## config.mk

```make
export PLATFORM = sky130hd
export DESIGN_NAME = ipi_timer_ctl
export DESIGN_NICKNAME = d
export VERILOG_FILES = /design/src/rtl/ipt_pkg.sv /design/src/rtl/ipt_wr_decode.sv /design/src/rtl/ipt_cpu_slice.sv /design/src/rtl/ipi_timer_ctl.sv
export SDC_FILE = /design/constraint.sdc
export NUM_CORES = 1
export LEC_CHECK = 0
export BUFFER_PORTS_ARGS = -buffer_cell sky130_fd_sc_hd__buf_2
export CORE_MARGIN = 2
export CORE_UTILIZATION = 40
export DETAILED_ROUTE_END_ITERATION = 10
export PLACE_DENSITY = 0.79
export SLEW_MARGIN = 40
export SYNTH_ARGS = -nofsm -noshare
export SYNTH_HDL_FRONTEND = slang
export SYNTH_HIERARCHICAL = 1
export SYNTH_SLANG_ARGS = --single-unit
```

## constraint.sdc

```tcl
create_clock -name clk -period 3.1 [get_ports clk]
set_clock_uncertainty 0.2 [all_clocks]
set_input_delay 0.31 -clock clk [delete_from_list [all_inputs] [get_ports clk]]
set_output_delay 0.31 -clock clk [all_outputs]
set_load 0.005 [all_outputs]
```

## src/rtl/ipt_pkg.sv

```systemverilog
package ipt_pkg;

    localparam int MAX_CPU  = 4;
    localparam int ID_W     = 2;
    localparam int REG_W    = 64;
    localparam int TCLR_LSB = 4;
    localparam int ACK_LSB  = 8;
    localparam int REQ_LSB  = 12;
    localparam int NOP_BIT  = 28;

    localparam logic [REG_W-1:0] LEGAL_MASK = 64'h0000_0000_1000_FFF0;

    // per-processor command decoded from one register write
    typedef struct packed {
        logic tclr;
        logic req;
        logic ack;
    } cpu_cmd_t;

    function automatic logic write_is_legal(input logic [REG_W-1:0] d);
        return |(d & LEGAL_MASK);
    endfunction

    function automatic cpu_cmd_t field_for(input logic [REG_W-1:0] d, input int idx);
        cpu_cmd_t c;
        c.tclr = d[TCLR_LSB + idx];
        c.req  = d[REQ_LSB + idx];
        c.ack  = d[ACK_LSB + idx];
        return c;
    endfunction

endpackage

```

## src/rtl/ipt_wr_decode.sv

```systemverilog
module ipt_wr_decode
    import ipt_pkg::*;
#(
    parameter int NCPU = 4
) (
    input  logic                  wr_en,
    input  logic [REG_W-1:0]      wr_data,
    output cpu_cmd_t [NCPU-1:0]   cmd,
    output logic                  bad
);

    // only fields of present processors are decoded
    for (genvar i = 0; i < NCPU; i++) begin : g_fld
        assign cmd[i] = wr_en ? field_for(wr_data, i) : '0;
    end

    assign bad = wr_en && !write_is_legal(wr_data);

endmodule

```

## src/rtl/ipt_cpu_slice.sv

```systemverilog
module ipt_cpu_slice
    import ipt_pkg::*;
#(
    parameter int CNT_W = 4
) (
    input  logic     clk,
    input  logic     rst,
    input  cpu_cmd_t cmd,
    input  logic     tick,
    output logic     ipi_irq,
    output logic     tmr_irq,
    output logic     ipi_flag,
    output logic     sat_hit
);

    localparam logic [CNT_W-1:0] CNT_MAX = {CNT_W{1'b1}};

    logic [CNT_W-1:0] cnt_q, cnt_mid, cnt_n;
    logic             tmr_q, tmr_n;
    logic             flag_q, flag_n;
    logic             sat_q, sat_n;

    always_comb begin
        // timer: the write's clear first, then the tick
        tmr_n = tmr_q;
        if (cmd.tclr) tmr_n = 1'b0;
        if (tick)     tmr_n = 1'b1;

        // counter: requests first, then acknowledges
        sat_n   = cmd.req && (cnt_q == CNT_MAX);
        cnt_mid = (cmd.req && !sat_n) ? cnt_q + 1'b1 : cnt_q;
        cnt_n   = (cmd.ack && cnt_mid != '0) ? cnt_mid - 1'b1 : cnt_mid;

        flag_n = flag_q;
        if (cmd.req) flag_n = 1'b1;
        if (cmd.ack) flag_n = 1'b0;
    end

    always_ff @(posedge clk) begin
        if (rst) begin
            cnt_q  <= '0;
            tmr_q  <= 1'b0;
            flag_q <= 1'b0;
            sat_q  <= 1'b0;
        end else begin
            cnt_q  <= cnt_n;
            tmr_q  <= tmr_n;
            flag_q <= flag_n;
            sat_q  <= sat_n;
        end
    end

    assign ipi_irq  = (cnt_q != '0);
    assign tmr_irq  = tmr_q;
    assign ipi_flag = flag_q;
    assign sat_hit  = sat_q;


    cnt_step_chk: assert property (@(posedge clk) disable iff (rst)
        (cnt_q != $past(cnt_q)) |-> (cnt_q == $past(cnt_q) + 1'b1 || cnt_q == $past(cnt_q) - 1'b1));


    ipi_rise_chk: assert property (@(posedge clk) disable iff (rst)
        $rose(ipi_irq) |-> $past(cmd.req));


    ack_zero_chk: assert property (@(posedge clk) disable iff (rst)
        (cmd.ack && !cmd.req && !ipi_irq) |=> !ipi_irq);


    tick_sets_chk: assert property (@(posedge clk) disable iff (rst)
        tick |=> tmr_irq);


    tmr_clear_chk: assert property (@(posedge clk) disable iff (rst)
        (cmd.tclr && !tick) |=> !tmr_irq);


    no_overflow_chk: assert property (@(posedge clk) disable iff (rst)
        (cnt_q == CNT_MAX && cmd.req && !cmd.ack) |=> (cnt_q == CNT_MAX && sat_hit));

endmodule

```

## src/rtl/ipi_timer_ctl.sv

```systemverilog
module ipi_timer_ctl
    import ipt_pkg::*;
#(
    parameter int NCPU  = 4,
    parameter int CNT_W = 4
) (
    input  logic              clk,
    input  logic              rst,
    input  logic              wr_en,
    input  logic [63:0]       wr_data,
    input  logic              tick,
    input  logic [1:0]        rd_cpu,
    output logic [63:0]       rd_data,
    output logic [NCPU-1:0]   ipi_irq,
    output logic [NCPU-1:0]   tmr_irq,
    output logic              wr_err,
    output logic              ipi_ovf
);

    cpu_cmd_t [NCPU-1:0] cmd;
    logic                bad;
    logic                err_q;
    logic [NCPU-1:0]     flag;
    logic [NCPU-1:0]     sat;

    ipt_wr_decode #(.NCPU(NCPU)) u_dec (
        .wr_en   (wr_en),
        .wr_data (wr_data),
        .cmd     (cmd),
        .bad     (bad)
    );

    for (genvar i = 0; i < NCPU; i++) begin : g_cpu
        ipt_cpu_slice #(.CNT_W(CNT_W)) u_slice (
            .clk      (clk),
            .rst      (rst),
            .cmd      (cmd[i]),
            .tick     (tick),
            .ipi_irq  (ipi_irq[i]),
            .tmr_irq  (tmr_irq[i]),
            .ipi_flag (flag[i]),
            .sat_hit  (sat[i])
        );
    end

    always_ff @(posedge clk) begin
        if (rst) err_q <= 1'b0;
        else     err_q <= bad;
    end

    always_comb begin
        rd_data = '0;
        for (int i = 0; i < NCPU; i++) begin
            rd_data[TCLR_LSB + i] = tmr_irq[i];
            rd_data[ACK_LSB + i]  = flag[i];
        end
        rd_data[ID_W-1:0] = rd_cpu;
    end

    assign wr_err  = err_q;
    assign ipi_ovf = |sat;


    err_quiet_chk: assert property (@(posedge clk) disable iff (rst)
        bad |=> ($stable(ipi_irq) && $stable(flag)));


    rd_id_chk: assert property (@(posedge clk) disable iff (rst)
        rd_data[1:0] == rd_cpu);

    initial begin
        ncpu_range_chk: assert (NCPU >= 1 && NCPU <= MAX_CPU);
    end

endmodule

```

======== After elaboration in Yosys (flattened, before gate mapping) ========
Index checks and enable logic that the tools add are counted.
word-level totals
  bits of input ports ..................... 70
  register bits after elaboration ......... 29
  output and inout port bits .............. 74
cells by class
  $add $sub $neg .......................... 8
  mux-type cells .......................... 20
  reduce and logical (&&, ||, !) cells .... 36
  equal/unequal tests ..................... 4
operator list
  kind                 number
  $mux 4               8
  $reduce_bool 4->1    8
  $add 4x1->4 const B  4
  $eq 4x4->1 const B   4
  $sub 4x1->4 const B  4
  $logic_and 1x1->1    13
  $reduce_or 13->1     1
  $mux 3               4
  $mux 1               8
  $reduce_bool 2->1    4
  $reduce_or 2->1      4
  $logic_not 1->1      5
  $reduce_or 4->1      1

======== Logic depth before layout (Yosys ltp) ========
Gate-level depths: netlist of the first run.
  depth in word-level cells ............... 8
  depth in mapped cells ................... 10

======== Hierarchy ========
The synthesis of the first run kept the hierarchy.
by module, submodules not included
  module         times used  area an instance (um^2)  cells each  seq. area each (um^2)
  ipt_cpu_slice  4           529.3                    64          140.1
  ipi_timer_ctl  1           488.0                    64          20.0
  ipt_wr_decode  1           121.4                    18          0.0

======== Worst setup path after synthesis of the first run ========
No wires, ideal clock.
  kind .................................... input to register
  start ................................... input port wr_en
  end ..................................... register g_cpu[0].u_slice.cnt_q[2]
  data required time ...................... 2.830 ns
  path slack .............................. 0.859 ns
  stages .................................. 10
  arrival time ............................ 1.971 ns
  cell sequence ........................... buf_2 and2_1 buf_2 inv_1 o21ai_0 and2_1 ha_1 nand2_1 or3_1 a21oi_1
RTL lines
  what                  RTL line             source
  from (decl)           ipi_timer_ctl.sv:9   input logic wr_en,
  to (signal assigned)  ipt_cpu_slice.sv:46  cnt_q <= cnt_n;
  to (decl)             ipt_cpu_slice.sv:18  logic [CNT_W-1:0] cnt_q, cnt_mid, cnt_n;

======== Worst setup path after layout of the first run ========
  start ................................... register g_cpu[0].u_slice.cnt_q[0]
  end ..................................... register g_cpu[0].u_slice.cnt_q[2]
between the ends
  longest elaborated chain between the ends .. 8
ends and longest elaborated chain
  what                                                                 RTL line             source
  parallel branches: the longest is 4 deep, another holds $add 4x1->4  -
  $mux 4 (*)                                                           ipt_cpu_slice.sv:31  cnt_mid = (cmd.req && !sat_n) ? cnt_q + 1'b1 : cnt_q;
  parallel branches: the longest is 2 deep, another holds $sub 4x1->4  -
  $mux 4 (*)                                                           ipt_cpu_slice.sv:32  cnt_n = (cmd.ack && cnt_mid != '0) ? cnt_mid - 1'b1 : cnt_mid;
Mark *: on every way between the ends.
A chain may end at the register's enable or synchronous reset.

==> flow_metrics.py, run 1 <==
metrics = {
    "global_route": {
        "grt_pass1_vias": 1935,
        "grt_pass1_wl_um": 8530,
        "grt_max_degree": 34,
        "grt.overflow.total": 0,
        "grt_use_total_pct": 14.3,
        "antenna_found_initial": 0,
    },
    "final_layout": {
        "diodes": 0,
        "seq_area_um2": 581,
        "fill_cells": 689,
        "area_delta_synth_final_pct": 0.597,
        "drive_gt1_share_pct": 18.9,
        "multi_input_area_um2": 1680,
        "finalNetCount": 440,
    },
    "logic_synthesis": {
        "synth.distinct_cells": 36,
        "synth-xor-area-share_pct": 0,
        "synth_area_um2": 2730,
        "synth_top_family_by_area": "simple AND/OR/NAND/NOR gates",
        "synth.avg_cell_area_um2": 8.07,
        "yosysSeqAreaShare_pct": 21.3,
        "synthAdderAreaFrac_pct": 5.51,
        "synthMuxAreaShare_pct": 8.44,
        "synth-simple-area-share_pct": 26.1,
        "synthDominantCellAreaShare_pct": 21.3,
        "synth_ff_type": "dfxtp_1",
        "synth_area_leaders": "dfxtp_1 (21%), buf_4 (17%), ha_1 (5.5%)",
        "async_reset_ff_share_pct": 0,
        "synth-compound-area-share_pct": 14.3,
        "synth_warnings": 6,
        "yosys.area.top_type": "dfxtp_1",
        "synth_edf_count": 0,
        "ys_ff_latch": 29,
        "syn_inst": 338,
    },
    "place": {
        "dp_hpwl_um": 4140,
        "io_buffers": 34,
        "pre_cts_slack_ns": 0.579,
        "routabilityCongestion": 0.829,
    },
    "cts": {
        "clock_sinks": 29,
        "postCtsResizedCells": 0,
        "cts_max_path_buffers": 2,
        "cts_setup_buffers": 0,
        "insertion_delay_ns": 0.28,
        "cts_hold_buf": 0,
        "cts_root_buf": "clkbuf_8",
        "htreeDepth": 2,
        "cts_made_buffers": 5,
        "clk_pin_slew_ns": 0.06,
        "cts_tree": "done",
    },
    "floorplanning": {
        "die_y_um": 86.6,
        "die_x_um": 86.6,
        "dieArea_um2": 7490,
        "placementRows": 30,
        "ios": 144,
        "start_util_pct": 40.8,
        "core_um2": 6680,
    },
    "sta": {
        "tightest_slew_ns": 0.597,
        "hold_viol_final": 0,
        "min_period_ns": 2.52,
        "setup_viol": 0,
        "relSlewSlack_pct": 60.2,
        "fmax_mhz": 396,
        "rsz0062_at_grt": "no",
        "maxSlewViolCount": 0,
        "timing.final.ws_setup_ns": 0.577,
        "tns_ns": 0,
        "post-route-period-util_pct": 81.4,
    },
    "worst_setup_path": {
        "crit_chain": "ha_1, and3_1, o21ai_0, and2_1, ha_1, nand2_1, or3_1, a21oi_1",
        "crit_family": "simple AND/OR/NAND/NOR gates",
        "crit_required_ns": 3.10,
        "worstPathMaxFanout": 9,
        "endpoint_kind": "register",
        "critPathMaxStageDelay_ns": 0.38,
        "cp-start-kind": "register",
        "crit_path_frequent_cell": "ha_1",
        "cp_slowest_cell": "dfxtp_1",
        "r2r_setup_slack_ns": 0.58,
        "cp_num_buf_inv": 0,
        "arrival_ns": 2.53,
        "critPathKind": "reg2reg",
    },
    "power": {
        "leakagePower_uw": 0.00122,
        "p_per_area_nw_per_um2": 390,
        "ir_worst_vdd_uv": 174,
    },
    "drt": {
        "drc": 0,
        "initialDrtViolationCount": 75,
        "postRouteAntennaNets": 0,
        "vias": 2190,
        "viasPerCell": 4.99,
        "drtPass1Iterations": 4,
        "wl_per_cell_um": 12.2,
        "wirelength_um": 5340,
    },
    "hold_path": {
        "hold_path.class": "in2reg",
    },
    "job": {
        "max_cap_viol_count": 0,
    },
    "outcome": {
        "outcome": "completed",
    },
}
[per-layer routing]
| metal | up-vias | track usage, % | wire (um) |
|---|---|---|---|
| li1 | 1085 | - | - |
| met1 | 1016 | 17.8 | 2310 |
| met2 | 82 | 24.4 | 2570 |
| met3 | 7 | 2.95 | 405 |
| met4 | 0 | 4.97 | 58 |
| met5 | - | 0 | 0 |
[state kept, by name (all words and copies together) (netlist names)]
register,cells
g_cpu.u_slice/sat_hit,4
g_cpu.u_slice/ipi_flag,4
wr_err,1
g_cpu.u_slice/cnt_q,16
g_cpu.u_slice/tmr_irq,4
[synthesized netlist by cell type, types with 5 or more instances]
library cell,n
a21oi_1,16
a31oi_1,12
and2_1,15
and3_1,8
buf_2,9
buf_4,60
dfxtp_1,29
ha_1,12
inv_1,28
mux2i_1,8
nand2_1,12
nand2b_1,12
nand3_1,16
nand4_1,8
nor2_1,17
nor2b_1,5
nor3_1,12
[tightest hold or removal path, cell delays in order]
cell and delay (ns):
buf_2 0.14, a21oi_1 0.05, nor2_1 0.07
[stage by stage]
| step | hold slack (ns) | cells | cell area [um^2] | util (%) | total power [uW] |
|---|---|---|---|---|---|
| floorplan | 0.182 | 391 | 2930 | - | 742 |
| global placement | 0.274 | 431 | 2660 | 39.9 | 758 |
| detailed placement | 0.279 | 431 | 2660 | 39.9 | 770 |
| CTS | 0.120 | 439 | 2740 | 41.0 | 1080 |
| global route | 0.140 | 439 | 2740 | 41.0 | 1140 |
| finish | 0.129 | 439 | 2740 | 41.0 | 1070 |
[where the power goes]
part | switching (uW) | internal [uW] | leakage (uW)
combinational | 175 | 149 | 0.000946
clock | 146 | 159 | 0.0000395
sequential | 41.1 | 399 | 0.000237
total | 363 | 707 | 0.00122
[cell families (layout without fill, tap and decap cells)]
logic type | after synthesis | in the layout
AND/OR/NAND/NOR | 123 | 123
buffers and inverters | 105 | 73
AO/OA/AOI/OAI | 52 | 52
flip-flops | 29 | 29
multiplexers | 16 | 16
adder cells (fa/ha/maj) | 12 | 12
other | 1 | 54
[final cells by class]
class / count / share of cell area (%)
clock buffer: 8 / 2.92
inverter: 28 / 3.83
multi-input combinational: 257 / 61.4
sequential: 29 / 21.2
tap: 80 / 3.65
timing repair buffer: 37 / 7.03
[worst paths after layout]
kind / from / depth (start not counted) / end
worst max register to register: g_cpu[0].u_slice/cnt_q[0]$_SDFF_PP0_ / 8 / g_cpu[0].u_slice/cnt_q[2]$_SDFF_PP0_
worst min register to register: g_cpu[1].u_slice/ipi_flag$_SDFFE_PP0P_ / 2 / g_cpu[1].u_slice/ipi_flag$_SDFFE_PP0P_
worst min-delay path: tick / 3 / g_cpu[1].u_slice/tmr_irq$_SDFFE_PP0P_
worst max-delay path: g_cpu[0].u_slice/cnt_q[0]$_SDFF_PP0_ / 8 / g_cpu[0].u_slice/cnt_q[2]$_SDFF_PP0_
[cells in the final DEF, fill, tap and decap left out, drive strengths merged, types with 2 or more instances in the layout]
cell type | Yosys | final
o211ai | 4 | 4
o21ai | 4 | 4
conb | 1 | 54
nor3 | 12 | 12
nand2 | 12 | 12
and3 | 8 | 8
nor2b | 5 | 5
nand2b | 12 | 12
nor4 | 2 | 2
a21oi | 16 | 16
inv | 28 | 28
nand4 | 12 | 12
nand3 | 16 | 16
a31o | 4 | 4
or3 | 4 | 4
mux2i | 12 | 12
a21o | 4 | 4
and2 | 16 | 16
or3b | 4 | 4
clkbuf | 4 | 8
a31oi | 16 | 16
o2111ai | 4 | 4
mux2 | 4 | 4
dfxtp | 29 | 29
ha | 12 | 12
nor2 | 17 | 17
buf | 73 | 37
Note: power is estimated with default switching activity, not from simulation.
==> inputs of run 2 (changes only) <==
--- a/config.mk
+++ b/config.mk
@@ -5,11 +5,12 @@
 export SDC_FILE = /design/constraint.sdc
 export NUM_CORES = 1
 export LEC_CHECK = 0
+export ABC_AREA = 1
 export BUFFER_PORTS_ARGS = -buffer_cell sky130_fd_sc_hd__buf_2
 export CORE_MARGIN = 2
 export CORE_UTILIZATION = 40
 export DETAILED_ROUTE_END_ITERATION = 10
-export PLACE_DENSITY = 0.79
+export PLACE_DENSITY = 0.84
 export SLEW_MARGIN = 40
 export SYNTH_ARGS = -nofsm -noshare
 export SYNTH_HDL_FRONTEND = slang
==> constraint.sdc (replaced) <==
create_clock -name clk -period 2.3 [get_ports clk]
set_clock_uncertainty 0.2 [all_clocks]
set_input_delay 0.23 -clock clk [delete_from_list [all_inputs] [get_ports clk]]
set_output_delay 0.23 -clock clk [all_outputs]
set_load 0.005 [all_outputs]
==> flow_metrics.py, run 2 <==
metrics = {
    "outcome": {
        "outcome": "completed",
    },
    "logic_synthesis": {
        "synthDominantCellAreaShare_pct": 22.7,
        "synth-xor-area-share_pct": 0,
        "synthAdderAreaFrac_pct": 5.88,
        "yosysMostFrequentCell": "nand2_1",
        "ys_top_cells_by_count": "nand2_1 (94), buf_4 (65), inv_1 (57)",
        "synth_edf_count": 0,
        "yosysSeqAreaShare_pct": 22.7,
        "synth_warnings": 6,
        "synth.avg_cell_area_um2": 6.37,
        "synthMuxAreaShare_pct": 0,
        "async_reset_ff_share_pct": 0,
        "synth_area_um2": 2550,
        "synth.distinct_cells": 17,
        "synth-compound-area-share_pct": 3.73,
        "synth_area_leaders": "dfxtp_1 (23%), buf_4 (19%), nand2_1 (14%)",
        "syn_inst": 401,
        "synth-simple-area-share_pct": 38.7,
        "yosys.area.top_type": "dfxtp_1",
        "synth_top_family_by_area": "simple AND/OR/NAND/NOR gates",
        "ys_ff_latch": 29,
        "synth_ff_type": "dfxtp_1",
    },
    "cts": {
        "clk_pin_slew_ns": 0.06,
        "cts_made_buffers": 5,
        "cts_hold_buf": 0,
        "cts_setup_buffers": 0,
        "insertion_delay_ns": 0.28,
        "clock_sinks": 29,
        "cts_root_buf": "clkbuf_8",
        "cts_tree": "done",
        "postCtsResizedCells": 0,
        "htreeDepth": 2,
        "cts_max_path_buffers": 2,
    },
    "final_layout": {
        "diodes": 0,
        "drive_gt1_share_pct": 21.0,
        "max_flop_register": "g_cpu.u_slice/cnt_q",
        "final_common_cell": "nand2_1",
        "largest_register_ffs": 16,
        "most-common-layout-cells": "nand2_1 (94), inv_1 (57), conb_1 (54)",
        "design_area_um2": 2700,
        "area_delta_synth_final_pct": 5.93,
        "instances_no_fill": 511,
        "finalNetCount": 515,
    },
    "drt": {
        "vias": 2299,
        "drc": 0,
        "wl_per_cell_um": 9.58,
        "initialDrtViolationCount": 109,
        "postRouteAntennaNets": 0,
        "wirelength_um": 4890,
        "drtPass1Iterations": 4,
        "viasPerCell": 4.50,
    },
    "sta": {
        "hold_viol_final": 0,
        "min_period_ns": 2.11,
        "rsz0062_at_grt": "no",
        "maxSlewViolCount": 0,
        "fmax_mhz": 474,
        "setup_viol": 0,
        "timing.final.ws_setup_ns": 0.191,
        "post-route-period-util_pct": 91.7,
        "tns_ns": 0,
        "hold_slack_ns": 0.0205,
    },
    "worst_setup_path": {
        "worstPathMaxFanout": 7,
        "cp_slowest_cell": "dfxtp_1",
        "cp-start-kind": "register",
        "critPathKind": "reg2reg",
        "critPathMaxStageDelay_ns": 0.38,
        "arrival_ns": 2.06,
        "crit_required_ns": 2.25,
        "crit_chain": "ha_1, nand3_4, nand2_1, nand2_1, nand2_2, ha_1, inv_1, nor2_4, nand2_2, nand2_2, inv_2, nand2_1, a21oi_2",
        "endpoint_kind": "register",
    },
    "place": {
        "placed_area_um2": 2550,
        "place_inst": 503,
        "io_buffers": 34,
        "routabilityCongestion": 0.910,
        "pre_cts_slack_ns": 0.160,
        "dp_hpwl_um": 3990,
    },
    "floorplanning": {
        "ios": 144,
        "die_x_um": 83.9,
        "placementRows": 29,
        "core_um2": 6280,
        "die_y_um": 83.9,
        "start_util_pct": 40.7,
        "dieArea_um2": 7040,
    },
    "global_route": {
        "antenna_found_initial": 0,
        "grt_pass1_wl_um": 8250,
        "grt.overflow.total": 0,
        "grt_use_total_pct": 14.1,
        "grt_max_degree": 22,
        "grt_pass1_vias": 1978,
    },
    "power": {
        "ir_worst_vdd_uv": 280,
        "p_per_area_nw_per_um2": 592,
        "leakagePower_uw": 0.00151,
    },
    "job": {
        "max_cap_viol_count": 0,
    },
    "hold_path": {
        "hold_path.class": "in2reg",
    },
}
-- run 2: path summary, 6_finish.rpt --
check	startpoint	to	slack, ns	cells past startpoint
worst max register to register	g_cpu[2].u_slice/cnt_q[0]$_SDFF_PP0_	g_cpu[2].u_slice/cnt_q[3]$_SDFF_PP0_	0.19	13
worst max-delay path	g_cpu[2].u_slice/cnt_q[0]$_SDFF_PP0_	g_cpu[2].u_slice/cnt_q[3]$_SDFF_PP0_	0.19	13
worst min-delay path	tick	g_cpu[0].u_slice/tmr_irq$_SDFFE_PP0P_	0.02	3
worst min register to register	g_cpu[2].u_slice/ipi_flag$_SDFFE_PP0P_	g_cpu[2].u_slice/ipi_flag$_SDFFE_PP0P_	0.30	2
-- run 2: per-stage QoR --
stage / power [uW] / utilization, %
floorplan: 1010 / -
detailed placement: 1060 / 40.7
CTS: 1610 / 42.5
global placement: 1040 / 40.7
global route: 1700 / 43.1
finish: 1600 / 43.1
-- run 2: logic make-up after synthesis --
logic type,count (synthesis)
compound gates,16
fa+ha+maj,12
buf+inv,131
flops,29
other cells,1
simple gates,212
-- run 2: per-layer routing --
metal / share of wire (%) / track usage [%] / wire length [um] / up-vias
li1: - / - / - / 1181
met1: 43 / 16.8 / 2110 / 1026
met2: 48 / 25.2 / 2360 / 85
met3: 7.3 / 3.17 / 356 / 7
met4: 1.5 / 3.96 / 74 / 0
met5: 0 / 0 / 0 / -
-- run 2: layout make-up --
| cell class | count | area (um^2) |
|---|---|---|
| multi-input cells | 294 | 1470 |
| fillers | 643 | 3570 |
| well taps | 77 | 96.3 |
| flip-flops and latches | 29 | 581 |
| repair buffers | 37 | 193 |
| clock buffers | 7 | 86.3 |
| clock inverters | 1 | 30.0 |
| inverters | 66 | 248 |
-- run 2: worst max-delay path: cells and delay by family, from the launching register on --
kind	cells	cell delay (ns)
fa+ha+maj	2	0.44
compound gates	1	0.05
buf+inv	2	0.14
simple gates	8	0.77
flops	1	0.38
-- run 2: power by group --
part | internal, uW | total (uW) | switching [uW]
logic | 179 | 474 | 295
registers | 541 | 579 | 38.5
clock network | 353 | 546 | 193
